--- src/rtl/epc_pkg.sv ---
package epc_pkg;
   typedef enum logic [1:0] {
      CAUSE_NONE  = 2'd0,
      CAUSE_ALIGN = 2'd1,
      CAUSE_TICK  = 2'd2,
      CAUSE_EXT   = 2'd3
   } cause_e;

   localparam int unsigned INSN_BYTES = 4;
endpackage

--- src/rtl/epc_slot_track.sv ---
module epc_slot_track #(
   parameter int unsigned AW          = 32,
   parameter bit          SIMPLE_SLOT = 1'b0
) (
   input  logic          clk,
   input  logic          rst_n,
   input  logic          ret_valid,
   input  logic          ret_is_branch,
   input  logic          ret_br_taken,
   input  logic [AW-1:0] ret_pc,
   input  logic [AW-1:0] ret_br_target,
   input  logic          accept,
   input  logic          restore,
   output logic          opens_slot,
   output logic          slot_now,
   output logic [AW-1:0] slot_next_pc
);
   import epc_pkg::*;

   localparam logic [AW-1:0] SKIP2 = AW'(2 * INSN_BYTES);

   logic          slot_q;
   logic [AW-1:0] next_q;

   generate
      if (SIMPLE_SLOT) begin : g_any_branch
         assign opens_slot = ret_is_branch;
      end else begin : g_taken_only
         assign opens_slot = ret_is_branch & ret_br_taken;
      end
   endgenerate

   always_ff @(posedge clk or negedge rst_n) begin
      if (!rst_n) begin
         slot_q <= 1'b0;
         next_q <= '0;
      end else if (accept || restore) begin
         slot_q <= 1'b0;
      end else if (ret_valid) begin
         slot_q <= opens_slot;
         next_q <= ret_br_taken ? ret_br_target : ret_pc + SKIP2;
      end
   end

   assign slot_now     = slot_q;
   assign slot_next_pc = next_q;
endmodule

--- src/rtl/epc_cause_arb.sv ---
module epc_cause_arb #(
   parameter int unsigned AW        = 32,
   parameter int unsigned VEC_TICK  = 32'h500,
   parameter int unsigned VEC_EXT   = 32'h800,
   parameter int unsigned VEC_ALIGN = 32'h600
) (
   input  logic             ret_valid,
   input  logic [AW-1:0]    ret_pc,
   input  logic             ret_align_fault,
   input  logic             tick_req,
   input  logic             pic_req,
   input  logic             opens_slot,
   input  logic             slot_now,
   input  logic [AW-1:0]    slot_next_pc,
   output logic             accept,
   output epc_pkg::cause_e  cause,
   output logic [AW-1:0]    vec,
   output logic [AW-1:0]    save_pc,
   output logic             save_dsx
);
   import epc_pkg::*;

   localparam logic [AW-1:0] STEP = AW'(INSN_BYTES);

   logic sync_hit;
   logic async_ok;

   assign sync_hit = ret_valid & ret_align_fault;
   assign async_ok = ret_valid & ~ret_align_fault & ~opens_slot;

   always_comb begin
      accept   = 1'b0;
      cause    = CAUSE_NONE;
      vec      = '0;
      save_pc  = '0;
      save_dsx = 1'b0;
      if (sync_hit) begin
         accept   = 1'b1;
         cause    = CAUSE_ALIGN;
         vec      = AW'(VEC_ALIGN);
         save_dsx = slot_now;
         save_pc  = slot_now ? ret_pc - STEP : ret_pc;
      end else if (async_ok && (tick_req || pic_req)) begin
         accept  = 1'b1;
         cause   = tick_req ? CAUSE_TICK : CAUSE_EXT;
         vec     = tick_req ? AW'(VEC_TICK) : AW'(VEC_EXT);
         save_pc = slot_now ? slot_next_pc : ret_pc + STEP;
      end
   end
endmodule

--- src/rtl/epc_save_regs.sv ---
module epc_save_regs #(
   parameter int unsigned AW = 32
) (
   input  logic            clk,
   input  logic            rst_n,
   input  logic            accept,
   input  logic            restore,
   input  epc_pkg::cause_e cause,
   input  logic [AW-1:0]   vec,
   input  logic [AW-1:0]   save_pc,
   input  logic            save_dsx,
   output logic            flush,
   output logic            redirect,
   output logic [AW-1:0]   redirect_pc,
   output logic [AW-1:0]   epc,
   output logic            dsx,
   output epc_pkg::cause_e cause_q
);
   import epc_pkg::*;

   always_ff @(posedge clk or negedge rst_n) begin
      if (!rst_n) begin
         flush       <= 1'b0;
         redirect    <= 1'b0;
         redirect_pc <= '0;
         epc         <= '0;
         dsx         <= 1'b0;
         cause_q     <= CAUSE_NONE;
      end else if (accept) begin
         flush       <= 1'b1;
         redirect    <= 1'b1;
         redirect_pc <= vec;
         epc         <= save_pc;
         dsx         <= save_dsx;
         cause_q     <= cause;
      end else if (restore) begin
         flush       <= 1'b0;
         redirect    <= 1'b1;
         redirect_pc <= epc;
      end else begin
         flush    <= 1'b0;
         redirect <= 1'b0;
      end
   end
endmodule

--- src/rtl/epc_dslot_unit.sv ---
module epc_dslot_unit #(
   parameter int unsigned AW          = 32,
   parameter bit          SIMPLE_SLOT = 1'b0,
   parameter int unsigned VEC_TICK    = 32'h500,
   parameter int unsigned VEC_EXT     = 32'h800,
   parameter int unsigned VEC_ALIGN   = 32'h600
) (
   input  logic          clk,
   input  logic          rst_n,
   input  logic          ret_valid,
   input  logic [AW-1:0] ret_pc,
   input  logic          ret_is_branch,
   input  logic          ret_br_taken,
   input  logic [AW-1:0] ret_br_target,
   input  logic          ret_align_fault,
   input  logic          tick_req,
   input  logic          pic_req,
   input  logic          restore_req,
   output logic          exc_flush,
   output logic          redirect,
   output logic [AW-1:0] redirect_pc,
   output logic [AW-1:0] epc,
   output logic          epc_dsx,
   output logic [1:0]    exc_cause
);
   import epc_pkg::*;

   localparam longint unsigned SPACE = 64'd1 << AW;

   generate
      if (AW < 12 || AW > 32) begin : g_bad_aw
         $error("epc_dslot_unit: AW must lie in 12..32");
      end
      if ((VEC_TICK % 4) != 0 || (VEC_EXT % 4) != 0 || (VEC_ALIGN % 4) != 0) begin : g_bad_align
         $error("epc_dslot_unit: vectors must be word aligned");
      end
      if (longint'(VEC_TICK) >= SPACE || longint'(VEC_EXT) >= SPACE ||
          longint'(VEC_ALIGN) >= SPACE) begin : g_bad_range
         $error("epc_dslot_unit: vector outside the address space");
      end
   endgenerate

   logic          accept;
   logic          opens_slot;
   logic          slot_now;
   logic [AW-1:0] slot_next_pc;
   cause_e        cause;
   cause_e        cause_q;
   logic [AW-1:0] vec;
   logic [AW-1:0] save_pc;
   logic          save_dsx;

   epc_slot_track #(.AW(AW), .SIMPLE_SLOT(SIMPLE_SLOT)) u_slot (
      .clk           (clk),
      .rst_n         (rst_n),
      .ret_valid     (ret_valid),
      .ret_is_branch (ret_is_branch),
      .ret_br_taken  (ret_br_taken),
      .ret_pc        (ret_pc),
      .ret_br_target (ret_br_target),
      .accept        (accept),
      .restore       (restore_req),
      .opens_slot    (opens_slot),
      .slot_now      (slot_now),
      .slot_next_pc  (slot_next_pc)
   );

   epc_cause_arb #(.AW(AW), .VEC_TICK(VEC_TICK), .VEC_EXT(VEC_EXT),
                   .VEC_ALIGN(VEC_ALIGN)) u_arb (
      .ret_valid       (ret_valid),
      .ret_pc          (ret_pc),
      .ret_align_fault (ret_align_fault),
      .tick_req        (tick_req),
      .pic_req         (pic_req),
      .opens_slot      (opens_slot),
      .slot_now        (slot_now),
      .slot_next_pc    (slot_next_pc),
      .accept          (accept),
      .cause           (cause),
      .vec             (vec),
      .save_pc         (save_pc),
      .save_dsx        (save_dsx)
   );

   epc_save_regs #(.AW(AW)) u_regs (
      .clk         (clk),
      .rst_n       (rst_n),
      .accept      (accept),
      .restore     (restore_req),
      .cause       (cause),
      .vec         (vec),
      .save_pc     (save_pc),
      .save_dsx    (save_dsx),
      .flush       (exc_flush),
      .redirect    (redirect),
      .redirect_pc (redirect_pc),
      .epc         (epc),
      .dsx         (epc_dsx),
      .cause_q     (cause_q)
   );

   assign exc_cause = cause_q;
endmodule

--- config.mk ---
export PLATFORM = sky130hd
export DESIGN_NAME = epc_dslot_unit
export DESIGN_NICKNAME = d
export VERILOG_FILES = /design/src/rtl/epc_pkg.sv /design/src/rtl/epc_slot_track.sv /design/src/rtl/epc_cause_arb.sv /design/src/rtl/epc_save_regs.sv /design/src/rtl/epc_dslot_unit.sv
export SDC_FILE = /design/constraint.sdc
export NUM_CORES = 1
export LEC_CHECK = 0
export BUFFER_PORTS_ARGS = -buffer_cell sky130_fd_sc_hd__buf_4
export CORE_UTILIZATION = 60
export CTS_CLUSTER_DIAMETER = 100
export CTS_CLUSTER_SIZE = 8
export DETAILED_ROUTE_END_ITERATION = 10
export PLACE_DENSITY_LB_ADDON = 0.3
export SLEW_MARGIN = 30
export SYNTH_ARGS = -nofsm -noshare
export SYNTH_HDL_FRONTEND = slang
export SYNTH_SLANG_ARGS = --single-unit
--- constraint.sdc ---
create_clock -name clk -period 2.45 [get_ports clk]
set_input_delay 0.3675 -clock clk [delete_from_list [all_inputs] [get_ports clk]]
set_output_delay 0.3675 -clock clk [all_outputs]
set_load 0.01 [all_outputs]
### Word level (Yosys, flattened, before mapping)

Cells that the tools add are included.

| word-level totals | value |
|---|---|
| output and inout bits | 69 |
| register bits after elaboration | 102 |
| input port bits | 73 |

| operators by class | value |
|---|---|
| reduce and logical (&&, ||, !) cells | 6 |
| add/sub/neg operators | 3 |
| mux-type cells | 21 |
| bitwise operators | 7 |

Operators by type and width:

| kind | count |
|---|---|
| $mux 32 | 9 |
| $add 32x3->32 const B | 1 |
| $add 32x4->32 const B | 1 |
| $sub 32x3->32 const B | 1 |
| $mux 12 | 1 |
| $mux 1 | 9 |
| $and 1x1->1 | 4 |
| $mux 2 | 2 |
| $reduce_bool 2->1 | 2 |
| $not 1->1 | 3 |
| $logic_or 1x1->1 | 2 |
| $reduce_and 2->1 | 1 |
| $logic_and 1x1->1 | 1 |

### Logic depth before layout (Yosys ltp)

Gate-level depths: netlist of the first run.

| depth | value |
|---|---|
| depth in word-level cells | 9 |
| depth in mapped cells | 9 |

### Cells and area by module

Synthesis of the first run repeated with hierarchy kept, for this count alone.

| second synthesis, totals | value |
|---|---|
| cell total of the unflattened synthesis | 798 |
| area, all modules | 7292.0 µm² |

Modules (own cells, without submodules):

| module | cells an instance | instances | area each (µm²) | sequential area each (µm²) |
|---|---|---|---|---|
| epc_save_regs | 216 | 1 | 3014.1 | 1726.7 |
| epc_cause_arb | 344 | 1 | 2172.1 | 0.0 |
| epc_slot_track | 238 | 1 | 2105.8 | 825.8 |

### Worst setup path after synthesis of the first run

OpenSTA, ideal clock, no wires.

| timing | value |
|---|---|
| path kind | input port to flip-flop |
| from | input ret_pc[3] |
| to | register u_regs.epc[17] |
| path slack | 0.405 ns |
| arrival | 1.919 ns |
| cell stages on the path | 9 |
| path through | clkbuf_1 -> inv_1 -> ha_1 -> and2_1 -> clkbuf_1 -> nand2_1 -> nor4_1 -> xor2_1 -> a221o_1 |

| on the way | value |
|---|---|
| word-level cells in the longest chain between the ends | 4 |
| elaborated cells between the ends (all ways) | 6 |

RTL lines:

| what | RTL line | text |
|---|---|---|
| from (decl) | epc_dslot_unit.sv:11 | `input logic [AW-1:0] ret_pc,` |
| $add 32x3->32 | epc_cause_arb.sv:47 | `save_pc = slot_now ? slot_next_pc : ret_pc + STEP;` |
| $mux 32 | epc_cause_arb.sv:47 |  |
| $mux 32 | epc_cause_arb.sv:43 | `end else if (async_ok && (tick_req \|\| pic_req)) begin` |
| $mux 32 * | epc_cause_arb.sv:37 | `if (sync_hit) begin` |
| to (signal assigned) | epc_save_regs.sv:33 | `epc <= save_pc;` |
| to (decl) | epc_save_regs.sv:15 | `output logic [AW-1:0] epc,` |

Mark *: on every way between the ends. The rest lies on a longest branch, timed or not.
A chain may end at the register's enable or synchronous reset.

### Final worst setup path of the first run

| timing | value |
|---|---|
| from | register u_slot.slot_q (netlist: u_slot.slot_now) |
| to | register u_regs.epc[17] |

| on the way | value |
|---|---|
| word-level cells in the longest chain between the ends | 3 |
| elaborated cells between the ends (all ways) | 4 |

RTL lines:

| what | RTL line | text |
|---|---|---|
| from (decl) | epc_slot_track.sv:22 | `logic slot_q;` |
| from (signal assigned) | epc_slot_track.sv:40 | `slot_q <= opens_slot;` |
| $mux 32 | epc_cause_arb.sv:47 |  |
| $mux 32 | epc_cause_arb.sv:43 |  |
| $mux 32 * | epc_cause_arb.sv:37 |  |

Marked as above.

==> out/qor.yml, run 1 <==
sta:
  maxClockFrequency_ghz: 0.461
  setup_viol: 0
  final-max-slew-violation-count: 0
  clock_skew_ns: 0.0112
  final.min_clock_period_ns: 2.17
  rsz0062_at_grt: "no"
  setup-tns-final_ns: 0
  hold_viol: 0
  period_share: 0.886
  slew_headroom: 0.462
  worst_pin_slew_ns: 0.804
floorplanning:
  fp.dieW_um: 106
  fp-row-count: 37
  ios: 142
  die_area_sq_um: 11300
  core_area_sq_um: 10400
  start_util: 0.625
  die_h_um: 106
outcome:
  status: "completed"
yosys:
  synthArstFlopShare: 1.00
  ys_top_cells_by_area: "dfrtp_1 (39%), mux2i_1 (7.2%), xnor2_1 (5.2%), nand2_1 (4.4%), nor2_1 (3.3%)"
  netlist_top_cells_count: "dfrtp_1 (102), nand2_1 (77), nor2_1 (57), mux2i_1 (47), xnor2_1 (39)"
  avgSynthCellArea_sq_um: 8.95
  syn_inst: 728
  ys_types: 63
  syn_area_sq_um: 6510
  synth_nets: 806
  yosysMostFrequentCell: "dfrtp_1"
  synth_edf_count: 0
  synth_top_cell_by_area: "dfrtp_1"
  synthFlopType: "dfrtp_1"
  yosys_warnings: 0
  yosysSeqAreaShare: 0.392
  netlist.area_leader.share: 0.392
  synth-seq-cells: 102
clock_network:
  cts.clk_slew.worst_paths_ns: 0.11
  htree_levels: 3
  clkLatencyLatePin_ns: 0.39
  cts_num_sinks: 102
  clockBufferDepth: 2
  cts_buffers: 9
  root_buffer: "clkbuf_8"
  cts_tree: "done"
setup_path:
  crit_path_end_kind: "flop"
  startpoint_type: "flop"
  required_ns: 2.72
  critPathArrivalTime_ns: 2.44
  crit_fanout: 11
  r2r_setup_slack_ns: 0.28
  crit_type: "reg2reg"
  r2r_cells: 5
global_routing:
  grt_max_degree: 52
  first_global_vias: 6067
  grt-ovfl-total: 0
  grt_usage: 0.390
  grt_pass1_wl_mm: 33.5
  antenna_found_initial: 0
route:
  ant_nets: 0
  drtIter0Drc: 794
  wl_mm: 21.1
  first_pass_iters: 5
  drcViolationCount: 0
  vias: 6505
  routed_via_density: 6.60
  avgRoutedWirePerCell_um: 21.4
power:
  p_leak_uw: 0.00345
  ir_worst_vdd_mv: 0.321
  total_power_uw: 4520
  powerDensity_nw_per_um2: 573
final_layout:
  area_growth_pct: 21.2
  fin_cells: 985
  drive_gt1_frac: 0.252
  n_antenna_cell: 0
  nNetsFinal: 922
  finalCoreUtilization: 0.758
place:
  gp_congestion: 1.02
  dp_cells: 968
  hpwl_mm: 15.6
  port_buffers: 141
hold_path:
  whs_path_depth: 3
  hold_class: "in2reg"
job:
  drv_cap: 0
==> state kept, by name, summed over array words and instances, names as in the netlist <==
name and count:
u_regs.cause_q 2, u_regs.redirect 1, u_regs.flush 1, u_slot.slot_now 1
u_slot.slot_next_pc 32, u_regs.dsx 1, u_regs.redirect_pc 32, u_regs.epc 32
==> layer usage <==
layer  routed length [um]  global-route usage
met1                 8880               0.581
met4                  431               0.106
met3                 2740               0.101
met5                    0                   0
met2                 9050               0.558
==> final cells by class <==
| cell class | instances | area [sq um] |
|---|---|---|
| multi-input cells | 551 | 3630 |
| flip-flops and latches | 102 | 2550 |
| fillers | 769 | 2520 |
| repair buffers | 170 | 1290 |
| well taps | 136 | 170 |
| clock buffers | 9 | 124 |
| clock inverters | 7 | 88.8 |
| inverters | 10 | 37.5 |
==> power breakdown <==
part | leakage, uW | internal (uW) | switching [uW] | total (uW)
registers | 0.00127 | 1940 | 217 | 2160
logic | 0.00207 | 555 | 636 | 1190
clock network | 0.000105 | 498 | 677 | 1170
==> critical path, cell delays in order (launching register included) <==
cell	delay [ns]
dfrtp_1	0.68
and2_1	0.29
nand2_1	0.28
nor4_1	0.38
xor2_1	0.11
a221o_1	0.30
==> through the flow <==
stage | setup slack, ns | hold slack, ns | instance area (sq um)
floorplan | 0.405 | 0.0719 | 6520
finish | 0.279 | 0.214 | 7900
detailed placement | 0.103 | 0.354 | 7680
CTS | 0.319 | 0.206 | 7900
global placement | 0.203 | 0.348 | 7680
global route | 0.160 | 0.208 | 7900
==> logic make-up (layout without fill, tap and decap cells) <==
| logic type | after synthesis | in the layout | synth area share |
|---|---|---|---|
| and+or+nand+nor | 293 | 293 | 0.241 |
| AOI/OAI and AO/OA | 151 | 151 | 0.160 |
| DFF | 102 | 102 | 0.392 |
| buffers and inverters | 75 | 196 | 0.0503 |
| xor gates and xnor gates | 54 | 54 | 0.0726 |
| muxes | 48 | 48 | 0.0739 |
| adders and majority gates | 5 | 5 | 0.00960 |
==> path summary, 6_finish.rpt <==
path                                               from                 endpoint
max in group asynchronous                         rst_n   u_slot.slot_next_pc[3]
min in group asynchronous                         rst_n   u_regs.redirect_pc[29]
worst min register to register  u_slot.slot_next_pc[30]  u_slot.slot_next_pc[30]
worst max register to register          u_slot.slot_now           u_regs.epc[17]
worst max-delay path                    u_slot.slot_now           u_regs.epc[17]
worst min-delay path                          ret_pc[1]            u_regs.epc[1]
==> repair_timing <==
item,4_1_cts,5_1_grt
buffers inserted,0,0
hold endpoints to repair,36,0
hold buffers,1,0
gates resized for setup,0,0
==> cell usage in the layout (no fill, tap or decap), types with 13 or more instances in the layout <==
master,Yosys,final
buf_4,7,168
dfrtp_1,102,102
mux2i_1,47,47
nand2_1,77,77
nand2b_1,13,13
nand3_1,35,35
nand4_1,16,16
nor2_1,57,57
nor3_1,17,17
nor4_1,26,26
o211ai_1,19,19
o21ai_0,23,23
o21ai_1,25,25
xnor2_1,39,39
xor2_1,15,15
Power figures use the tool's default switching activity.
==> inputs of run 2 (changes only) <==
--- a/config.mk
+++ b/config.mk
@@ -6,7 +6,7 @@
 export NUM_CORES = 1
 export LEC_CHECK = 0
 export BUFFER_PORTS_ARGS = -buffer_cell sky130_fd_sc_hd__buf_4
-export CORE_UTILIZATION = 60
+export CORE_UTILIZATION = 55
 export CTS_CLUSTER_DIAMETER = 100
 export CTS_CLUSTER_SIZE = 8
 export DETAILED_ROUTE_END_ITERATION = 10
==> constraint.sdc (replaced) <==
create_clock -name clk -period 2 [get_ports clk]
set_input_delay 0.3 -clock clk [delete_from_list [all_inputs] [get_ports clk]]
set_output_delay 0.3 -clock clk [all_outputs]
set_load 0.01 [all_outputs]
==> out/qor.yml, run 2 (synthesized netlist as in run 1, its figures left out) <==
outcome:
  status: "finished with violations"
  violations: "hold timing"
route:
  ant_nets: 0  # unchanged
  routed_via_density: 6.36  # -3.7%
  vias: 6632  # +2.0%
  drtIter0Drc: 823  # +3.7%
  avgRoutedWirePerCell_um: 21.2  # -0.99%
  drcViolationCount: 0  # unchanged
  wl_mm: 22.1  # +4.8%
  first_pass_iters: 6  # +1
setup_path:
  required_ns: 2.26  # -0.46 ns
  crit_path_end_kind: "flop"
  crit_chain: "buf_4 -> clkinv_1 -> nor2_1 -> buf_4 -> a32oi_1 -> o211ai_1"
  reg2reg_to: "u_regs.epc[13]"
  worst_path_max_delay_cell: "nor2_1"
  max_stage_delay_ns: 0.60  # -0.08 ns
  crit_type: "reg2reg"
  crit_top_cell: "buf_4"
  r2r_start: "u_slot.slot_now"
  r2r_cells: 6  # +1
  critPathArrivalTime_ns: 2.20  # -0.24 ns
  crit_fanout: 7  # -4
  crit_start: "u_slot.slot_now"
  r2r_setup_slack_ns: 0.05  # -0.22 ns
  startpoint_type: "flop"
sta:
  rsz0062_at_grt: "no"
  clock_skew_ns: 0.00595  # -0.00529 ns
  final.min_clock_period_ns: 1.95  # -0.225 ns
  worst_pin_slew_ns: 0.762  # -0.0420 ns
  hold_viol: 21  # +21
  holdWs_ns: -0.0259  # -0.240 ns
  maxClockFrequency_ghz: 0.514  # +12%
  setup-tns-final_ns: 0  # unchanged
  setup_viol: 0  # unchanged
  slew_headroom: 0.490  # +0.0281
  period_share: 0.973  # +0.0867
  final-max-slew-violation-count: 0  # unchanged
global_routing:
  grt-ovfl-total: 0  # unchanged
  antenna_found_initial: 0  # unchanged
  first_global_vias: 6150  # +1.4%
  grt_max_degree: 103  # +98%
  grt_usage: 0.364  # -0.0265
  grt_pass1_wl_mm: 34.6  # +3.0%
clock_network:
  cts_tree: "done"
  cts_setup_buffers: 0  # unchanged
  cts_num_sinks: 102  # unchanged
  root_buffer: "clkbuf_16"
  clkLatencyLatePin_ns: 0.36  # -0.03 ns
  clockBufferDepth: 2  # unchanged
  cts_hold_buffers: 0  # -1
  cts_buffers: 9  # unchanged
  post_cts_resized: 0  # unchanged
  cts.clk_slew.worst_paths_ns: 0.08  # -0.03 ns
  htree_levels: 3  # unchanged
final_layout:
  drive_gt1_frac: 0.296  # +0.0435
  finalCoreUtilization: 0.732  # -0.0259
  area_growth_pct: 28.9
  layout_common_cells: "buf_4 (218), dfrtp_1 (102), nand2_1 (77)"
  final_common_cell: "buf_4"
  n_antenna_cell: 0  # unchanged
  nNetsFinal: 974  # +5.6%
job:
  drv_cap: 0  # unchanged
floorplanning:
  start_util: 0.568  # -0.0573
  fp.dieW_um: 111  # +4.4%
  fp-row-count: 39  # +5.4%
  ios: 142  # unchanged
  die_area_sq_um: 12300  # +8.9%
  die_h_um: 111  # +4.4%
  core_area_sq_um: 11500  # +10%
place:
  gp_congestion: 0.975  # -4.8%
  hpwl_mm: 16.2  # +4.0%
  port_buffers: 141  # unchanged
hold_path:
  hold_class: "in2async"
power:
  powerDensity_nw_per_um2: 698  # +22%
  ir_worst_vdd_mv: 0.835  # +160%
  p_leak_uw: 0.00375  # +8.6%
run 2: cell count changes in the layout (fill, tap and decap cells not counted), sizes merged:
cell         change
clkinv           -1
buf             +53
bufinv           -1
dlygate4sd3      -1
inv              +1
run 2: layout make-up:
class | count | area (sq um)
fill | 904 | 3070
clock inverter | 6 | 53.8
clock buffer | 9 | 225
multi-input combinational | 551 | 3630
inverter | 10 | 37.5
timing repair buffer | 222 | 1720
sequential | 102 | 2550
tap | 143 | 179
run 2: routing by layer:
layer	global-route usage	up-vias	wire, um
met1	0.531	3169	9530
li1	-	2998	-
met5	0	-	0
met2	0.517	409	9430
met3	0.109	56	2600
met4	0.108	0	541
run 2: critical path: cells and delay by family (launching register included):
kind	cells	cell delay (ns)
simple gates	1	0.60
flops	1	0.51
buf+inv	3	0.52
compound gates	2	0.21
run 2: per-stage QoR:
stage                     total power [uW]  setup slack [ns]  std cells  instance area [sq um]
after detailed placement              4170            -0.121       1028                   8120
after CTS                             5870             0.122       1043                   8400
after global placement                4110            -0.102       1028                   8120
final                                 5870            0.0545       1043                   8400
after global routing                  6120            0.0159       1043                   8400
after floorplan                       3360            0.0227        728                   6520
run 2: worst max-delay path by stage:
stage,end,slack (ns),cells after the start
6_report,u_regs.epc[13],0.05,6
5_1_grt,u_regs.epc[18],0.02,8
4_1_cts,u_regs.epc[13],0.12,6
3_5_place_dp,u_regs.epc[27],-0.12,8
3_3_place_gp,u_regs.epc[27],-0.10,8
2_1_floorplan,u_regs.epc[17],0.02,9
run 2: report_power, final:
group | total [uW] | internal, uW | switching [uW]
clock network | 1700 | 862 | 839
logic | 1520 | 720 | 798
registers | 2650 | 2380 | 268
total | 5870 | 3960 | 1900
